==> src/rtl/uop_unlam_pkg.sv <==
package uop_unlam_pkg;

   typedef enum logic [1:0] {
      IN_SINGLE = 2'd0,
      IN_LDOP   = 2'd1,
      IN_STPAIR = 2'd2,
      IN_CMPBR  = 2'd3
   } in_kind_e;

   typedef enum logic [2:0] {
      OC_SINGLE = 3'd0,
      OC_CMPBR  = 3'd1,
      OC_LDOP   = 3'd2,
      OC_STPAIR = 3'd3,
      OC_LOAD   = 3'd4,
      OC_ALUOP  = 3'd5,
      OC_STA    = 3'd6,
      OC_STD    = 3'd7
   } out_code_e;

   function automatic logic code_is_fused(input logic [2:0] c);
      return (c == OC_LDOP) || (c == OC_STPAIR);
   endfunction

endpackage

==> src/rtl/uop_split_decide.sv <==
module uop_split_decide
   import uop_unlam_pkg::*;
#(
   parameter int SRC_W            = 3,
   parameter int BASE_LIMIT       = 2,
   parameter int EXT_LIMIT        = 3,
   parameter bit BASE_INDEX_SPLIT = 1'b1
) (
   input  logic [1:0]       kind,
   input  logic [SRC_W-1:0] nsrc,
   input  logic             rd_flags,
   input  logic             indexed,
   input  logic             ext_mode,
   output logic             split,
   output logic [2:0]       first_code,
   output logic [2:0]       second_code
);
   localparam int CW = SRC_W + 1;
   localparam logic [CW-1:0] BASE_L = CW'(BASE_LIMIT);
   localparam logic [CW-1:0] EXT_L  = CW'(EXT_LIMIT);

   logic [CW-1:0] n_inputs;
   logic [CW-1:0] limit;
   logic          over_limit;
   logic          idx_force;

   generate
      if (BASE_INDEX_SPLIT) begin : g_idx_rule
         assign idx_force = indexed && !ext_mode;
      end else begin : g_no_idx_rule
         assign idx_force = 1'b0;
      end
   endgenerate

   always_comb begin
      n_inputs   = {1'b0, nsrc} + CW'(rd_flags);
      limit      = ext_mode ? EXT_L : BASE_L;
      over_limit = n_inputs > limit;
      split       = 1'b0;
      first_code  = OC_SINGLE;
      second_code = OC_SINGLE;
      case (kind)
         IN_LDOP: begin
            split       = over_limit || idx_force;
            first_code  = split ? OC_LOAD : OC_LDOP;
            second_code = OC_ALUOP;
         end
         IN_STPAIR: begin
            split       = over_limit || idx_force;
            first_code  = split ? OC_STA : OC_STPAIR;
            second_code = OC_STD;
         end
         IN_CMPBR: first_code = OC_CMPBR;
         default:  first_code = OC_SINGLE;
      endcase
   end
endmodule

==> src/rtl/uop_slot_reg.sv <==
module uop_slot_reg #(
   parameter int TAG_W = 8
) (
   input  logic             clk,
   input  logic             rst,
   input  logic             take,
   input  logic             split,
   input  logic [2:0]       first_code,
   input  logic [2:0]       second_code,
   input  logic [TAG_W-1:0] tag_in,
   input  logic             out_ready,
   output logic             out_valid,
   output logic [2:0]       out_code,
   output logic [TAG_W-1:0] out_tag,
   output logic             pend
);
   logic [2:0] pend_code;
   logic       fire;

   assign fire = out_valid && out_ready;

   always_ff @(posedge clk) begin
      if (rst) begin
         out_valid <= 1'b0;
         out_code  <= '0;
         out_tag   <= '0;
         pend      <= 1'b0;
         pend_code <= '0;
      end else if (take) begin
         out_valid <= 1'b1;
         out_code  <= first_code;
         out_tag   <= tag_in;
         pend      <= split;
         pend_code <= second_code;
      end else if (fire && pend) begin
         out_code  <= pend_code;
         pend      <= 1'b0;
      end else if (fire) begin
         out_valid <= 1'b0;
      end
   end
endmodule

==> src/rtl/uop_domain_counters.sv <==
module uop_domain_counters
   import uop_unlam_pkg::*;
#(
   parameter int CNT_W = 16
) (
   input  logic             clk,
   input  logic             rst,
   input  logic             fire,
   input  logic [2:0]       code,
   output logic [CNT_W-1:0] fused_cnt,
   output logic [CNT_W-1:0] unfused_cnt
);
   logic [CNT_W-1:0] unf_step;

   assign unf_step = code_is_fused(code) ? CNT_W'(2) : CNT_W'(1);

   always_ff @(posedge clk) begin
      if (rst) begin
         fused_cnt   <= '0;
         unfused_cnt <= '0;
      end else if (fire) begin
         fused_cnt   <= fused_cnt + CNT_W'(1);
         unfused_cnt <= unfused_cnt + unf_step;
      end
   end
endmodule

==> src/rtl/uop_unlam_stage.sv <==
module uop_unlam_stage #(
   parameter int TAG_W            = 8,
   parameter int SRC_W            = 3,
   parameter int CNT_W            = 16,
   parameter int BASE_LIMIT       = 2,
   parameter int EXT_LIMIT        = 3,
   parameter bit BASE_INDEX_SPLIT = 1'b1
) (
   input  logic             clk,
   input  logic             rst,
   input  logic             ext_mode,
   input  logic             in_valid,
   output logic             in_ready,
   input  logic [1:0]       in_kind,
   input  logic [SRC_W-1:0] in_nsrc,
   input  logic             in_rd_flags,
   input  logic             in_indexed,
   input  logic [TAG_W-1:0] in_tag,
   output logic             out_valid,
   input  logic             out_ready,
   output logic [2:0]       out_code,
   output logic [TAG_W-1:0] out_tag,
   output logic [CNT_W-1:0] fused_cnt,
   output logic [CNT_W-1:0] unfused_cnt
);
   initial begin
      if (TAG_W < 1)              $error("TAG_W must be at least 1");
      if (SRC_W < 2)              $error("SRC_W must be at least 2");
      if (CNT_W < 2)              $error("CNT_W must be at least 2");
      if (EXT_LIMIT < BASE_LIMIT) $error("EXT_LIMIT below BASE_LIMIT");
      if (EXT_LIMIT >= (1 << (SRC_W + 1))) $error("EXT_LIMIT too wide");
   end

   logic       split;
   logic [2:0] first_code;
   logic [2:0] second_code;
   logic       pend;
   logic       take;

   assign in_ready = !pend && (!out_valid || out_ready);
   assign take     = in_valid && in_ready;

   uop_split_decide #(
      .SRC_W(SRC_W), .BASE_LIMIT(BASE_LIMIT),
      .EXT_LIMIT(EXT_LIMIT), .BASE_INDEX_SPLIT(BASE_INDEX_SPLIT)
   ) u_decide (
      .kind(in_kind), .nsrc(in_nsrc), .rd_flags(in_rd_flags),
      .indexed(in_indexed), .ext_mode(ext_mode),
      .split(split), .first_code(first_code), .second_code(second_code)
   );

   uop_slot_reg #(.TAG_W(TAG_W)) u_slot (
      .clk(clk), .rst(rst), .take(take), .split(split),
      .first_code(first_code), .second_code(second_code),
      .tag_in(in_tag), .out_ready(out_ready),
      .out_valid(out_valid), .out_code(out_code), .out_tag(out_tag),
      .pend(pend)
   );

   uop_domain_counters #(.CNT_W(CNT_W)) u_cnt (
      .clk(clk), .rst(rst), .fire(out_valid && out_ready), .code(out_code),
      .fused_cnt(fused_cnt), .unfused_cnt(unfused_cnt)
   );
endmodule

==> config.mk <==
export PLATFORM = sky130hd
export DESIGN_NAME = uop_unlam_stage
export DESIGN_NICKNAME = d
export VERILOG_FILES = /design/src/rtl/uop_unlam_pkg.sv /design/src/rtl/uop_split_decide.sv /design/src/rtl/uop_slot_reg.sv /design/src/rtl/uop_domain_counters.sv /design/src/rtl/uop_unlam_stage.sv
export SDC_FILE = /design/constraint.sdc
export NUM_CORES = 1
export LEC_CHECK = 0
export BUFFER_PORTS_ARGS = -buffer_cell sky130_fd_sc_hd__buf_2
export CORE_ASPECT_RATIO = 1.1
export CORE_UTILIZATION = 46
export CTS_CLUSTER_SIZE = 10
export DETAILED_ROUTE_END_ITERATION = 8
export PLACE_DENSITY = 0.75
export REMOVE_ABC_BUFFERS = 1
export SLEW_MARGIN = 40
export SYNTH_ARGS = -nofsm -noshare
export SYNTH_HDL_FRONTEND = slang
export SYNTH_SLANG_ARGS = --single-unit
==> constraint.sdc <==
create_clock -name clk -period 1.75 [get_ports clk]
set_input_delay 0.175 -clock clk [delete_from_list [all_inputs] [get_ports clk]]
set_output_delay 0.175 -clock clk [all_outputs]
set_load 0.05 [all_outputs]
==> out/results.md <==
| Group | Quantity | Reported |
|---|---|---|
| outcome | Outcome | finished with violations |
| outcome | Violated checks | negative setup slack |
| logic synthesis | #FFs+latches synth | 47 |
| critical path | Cell breakdown of the critical path | nor2b_4, ha_4, a21oi_2, or3_4, or4_4, a21oi_2 |
| sta | Share of the clock period used by the worst path | 100.9% |
| logic synthesis | Post-Synthesis Mean Instance Area | 8.406 µm² |
| sta | Slew at the pin closest to its max-slew limit | 0.5078 ns |
| critical path | Slowest cell on the critical path | or4_4 |
| clock network | Count of H-tree levels built during CTS | 2 |
| logic synthesis | Synth top area cells | dfxtp_1 (42%), nand2_1 (6.7%), ha_1 (6.2%) |
| clock network | Clock transition at the registers of the reported paths | 0.08 ns |
| critical path | Cell family contributing the most delay on the critical path | simple AND/OR/NAND/NOR gates |
| critical path | Kind of capture point of the worst setup path | flip-flop |
| route | Remaining routing DRC violations | 0 |
| route | Total wire length | 5044 µm |
| finish | Area delta synth->final | 34.86% |
| clock network | Clock Tree Buf Depth | 2 |
| floorplan | Number of rows created at floorplan | 26 |
| global route | Largest net degree at the start of global routing | 24 |
| power | Clock group share of total power | 29.4% |
| floorplan | Die boundary width | 68.48 µm |
| finish | Layout Nets | 391 |
| power | Tot Pwr | 2104 µW |
| sta | Clock tree skew after final layout | 0.005515 ns |
| critical path | End point of the critical path | u_cnt.unfused_cnt[15] |
| critical path | Start point of the critical path | u_slot.out_code[1] |
| route | Vias per cell | 5.260 |
| place | Cell Count Post-Placement | 406 |
| power | Switching fraction of total power | 28.71% |
| finish | Final instance area | 0.003015 mm² |
| logic synthesis | Synth unique cells | 40 |
| floorplan | Effective utilization at floorplan | 48.06% |
| sta | Highest clock frequency the design can meet | 566.6 MHz |
| clock network | Clock Sink Count | 47 |
| finish | Antenna Diode Count | 0 |
| power | Reported net switching power | 604.2 µW |
| place | Placement-stage cell area | 0.002815 mm² |
| power | Total power per unit cell area | 697.8 mW/mm² |
| logic synthesis | Post-synth design cell area | 0.002236 mm² |
| global route | Antenna violations before repair | 0 |
| place | Port Buffers | 64 |
| sta | Normalized max-slew margin | 66.04% |
| hold path | Kind of path behind the tightest hold check | in -> reg |
| power | Relative contribution of sequential cells to total power | 53.3% |
| clock network | Hold_buf cts | 0 |
| floorplan | Top-level port count | 65 |
| clock network | Clock Root Buffer | clkbuf_8 |
| sta | Final-report hold violation count | 0 |
| critical path | Worst reg2reg path endpoint | u_cnt.unfused_cnt[15] |
| global route | First-pass GRT wire length | 7797 µm |
| critical path | Critical path class | reg -> reg |
| power | Internal power consumption | 1500 µW |
| critical path | Worst reg2reg startpoint | u_slot.out_code[1] |
| logic synthesis | Post-synthesis instance total | 266 |
| power | Leakage component of the power | 0.001324 µW |
| sta | Pins over their slew limit | 0 |
| logic synthesis | Number of enable flip-flop cells after synthesis | 0 |
| sta | Final critical-path required period | 1.765 ns |
| logic synthesis | Yosys top cell area share | 42.08% |
| clock network | Clock insertion delay at the later pin of the skew report | 0.29 ns |
| sta | RSZ-0062 raised after global routing | true |
| floorplan | Core region area | 0.004652 mm² |
| floorplan | Height of the chip | 75.12 µm |
| global route | Total routing usage reported by global routing | 19.61% |
| route | Total iterations of the first detailed-routing run | 4 |
| finish | Final non-filler cell total | 416 |
| logic synthesis | Most frequent cell after synthesis | dfxtp_1 |
| route | Via total after detailed routing | 2,188 |
| finish | Share of layout cells above drive strength 1 | 36.11% |
| logic synthesis | Ys Warns | 0 |
| sta | Number of setup violations in the final report | 2 |
| critical path | Data arrival time of the worst path | 1.99 ns |
| critical path | Buffer and inverter count on the worst path | 0 |
| logic synthesis | Most common library cells after synthesis | dfxtp_1 (47), nand2_1 (40), a21oi_1 (27), nor2_1 (25), inv_1 (12) |
| place | Placed wire-length estimate after detailed placement | 3736 µm |
| route | First DRT Iteration DRCs | 112 |
| power | Part of the power in combinational logic | 17.3% |
| sta | Final sum of negative setup slack | -0.02938 ns |
| route | Wire length per cell | 12.13 µm |
| logic synthesis | Yosys top cell by area | dfxtp_1 |
| clock network | CTS buffer count | 5 |
| global route | Number of global-route vias before repair | 1,845 |
| hold path | Worst hold path stage count | 3 |
| power | Peak supply drop | 0.4800 mV |
| critical path | Number of gates on the worst path with buffers counted | 6 |
| critical path | Startpoint types | flip-flop |
| critical path | Most common cell on crit path | a21oi_2 |
| logic synthesis | Async set or reset register ratio after synthesis | 0% |
| place | Last weighted congestion value of the routability-driven placer | 0.7903 |
| route | Antenna Nets Post-Route | 0 |
| critical path | Required time at the endpoint of the critical path | 1.98 ns |
| sta | Setup slack after layout | -0.01490 ns |
| run | Reported max-cap violation count | 0 |
| logic synthesis | Dominant register cell in the synthesized netlist | dfxtp_1 |
| critical path | CP Max Fanout | 6 |
| critical path | Setup slack of the worst register-to-register path | -0.01 ns |
| critical path | Delay of the slowest cell on the worst path | 0.43 ns |
| critical path | Number of cells traversed by the worst register-to-register path | 6 |
| clock network | Clock tree from TritonCTS | done |
| logic synthesis | Sequential element share of the synthesized area | 42.08% |
| floorplan | Die area | 0.005144 mm² |
| global route | Congestion Overflow GR | 0 |
metrics by stage:
| stage | setup slack, ns | hold WS, ns | utilization [%] |
|---|---|---|---|
| floorplan | -0.4704 | 0.2441 | - |
| global placement | -0.07922 | 0.4168 | 60.52 |
| detailed placement | -0.1066 | 0.4213 | 60.52 |
| CTS | -0.07937 | 0.1081 | 62.70 |
| global route | -0.07503 | 0.1214 | 64.82 |
| finish | -0.01490 | 0.1133 | 64.82 |
layer usage:
metal  part of all wire (%)  global-route usage, %
met3                    4.4                  3.788
met4                   0.85                  3.704
met1                     46                  24.81
met5                      0                      0
met2                     49                  34.42
worst min path at each step:
stage,startpoint,end,slack [ns]
after floorplan,rst,u_cnt.fused_cnt[11],0.24
after global placement,in_tag[6],u_slot.out_tag[6],0.42
after detailed placement,in_tag[0],u_slot.out_tag[0],0.42
after CTS,in_tag[0],u_slot.out_tag[0],0.11
after global routing,in_tag[0],u_slot.out_tag[0],0.12
final,in_tag[3],u_slot.out_tag[3],0.11
sequential cells by signal, indices dropped and copies added (netlist names):
register,flops
u_cnt.fused_cnt,16
u_cnt.unfused_cnt,16
u_slot.out_tag,8
u_slot.out_code,3
u_slot.pend_code,2
u_slot.out_valid,1
u_slot.pend,1
cells in the final DEF, fill, tap and decap left out, types with 3 or more instances in the layout:
master    count
buf_2        64
dfxtp_1      45
nand2_1      40
buf_4        33
nor2_1       24
a21oi_1      24
inv_1        12
xor2_1        9
nand4_1       9
xnor2_1       9
ha_1          9
nand3_1       7
or4_1         5
nor3_1        5
clkbuf_8      5
o21ai_0       4
o31ai_1       4
nor2b_1       3
a21oi_2       3
clkinv_2      3
worst reg2reg max path: stages, from the launching register on:
cell and delay (ns):
dfxtp_2 0.32, nor2b_4 0.13, ha_4 0.26, a21oi_2 0.05, or3_4 0.40, or4_4 0.43
a21oi_2 0.12
power groups by stage:
stage	logic (µW)	registers, µW	clock network (µW)
finish	363	1120	618
CTS	352	1120	641
global placement	346	1140	0
floorplan	121	1240	0
detailed placement	351	1140	0
global route	398	1130	676
logic make-up after synthesis:
logic type	count (synthesis)	synth area share, %
buf+inv	23	3.973
compound gates	46	12.42
mux	2	1.007
fa+ha+maj	12	7.051
xor+xnor	18	7.051
simple gates	118	26.41
flops	47	42.08
area by class of cell:
cell class,instances,area (µm²)
fillers,419,1637
multi-input cells,196,1305
clock inverters,3,15.01
well taps,56,70.07
clock buffers,5,68.82
repair buffers,97,568.0
inverters,12,45.04
flip-flops and latches,47,943.4
timing repair:
item / CTS / global route
gates resized for setup: 2 / 18
endpoints found under the setup margin: 8 / 14
buffers inserted: 1 / 1
pin swaps: 4 / 2
No activity file was read; power rests on OpenSTA's default activity.
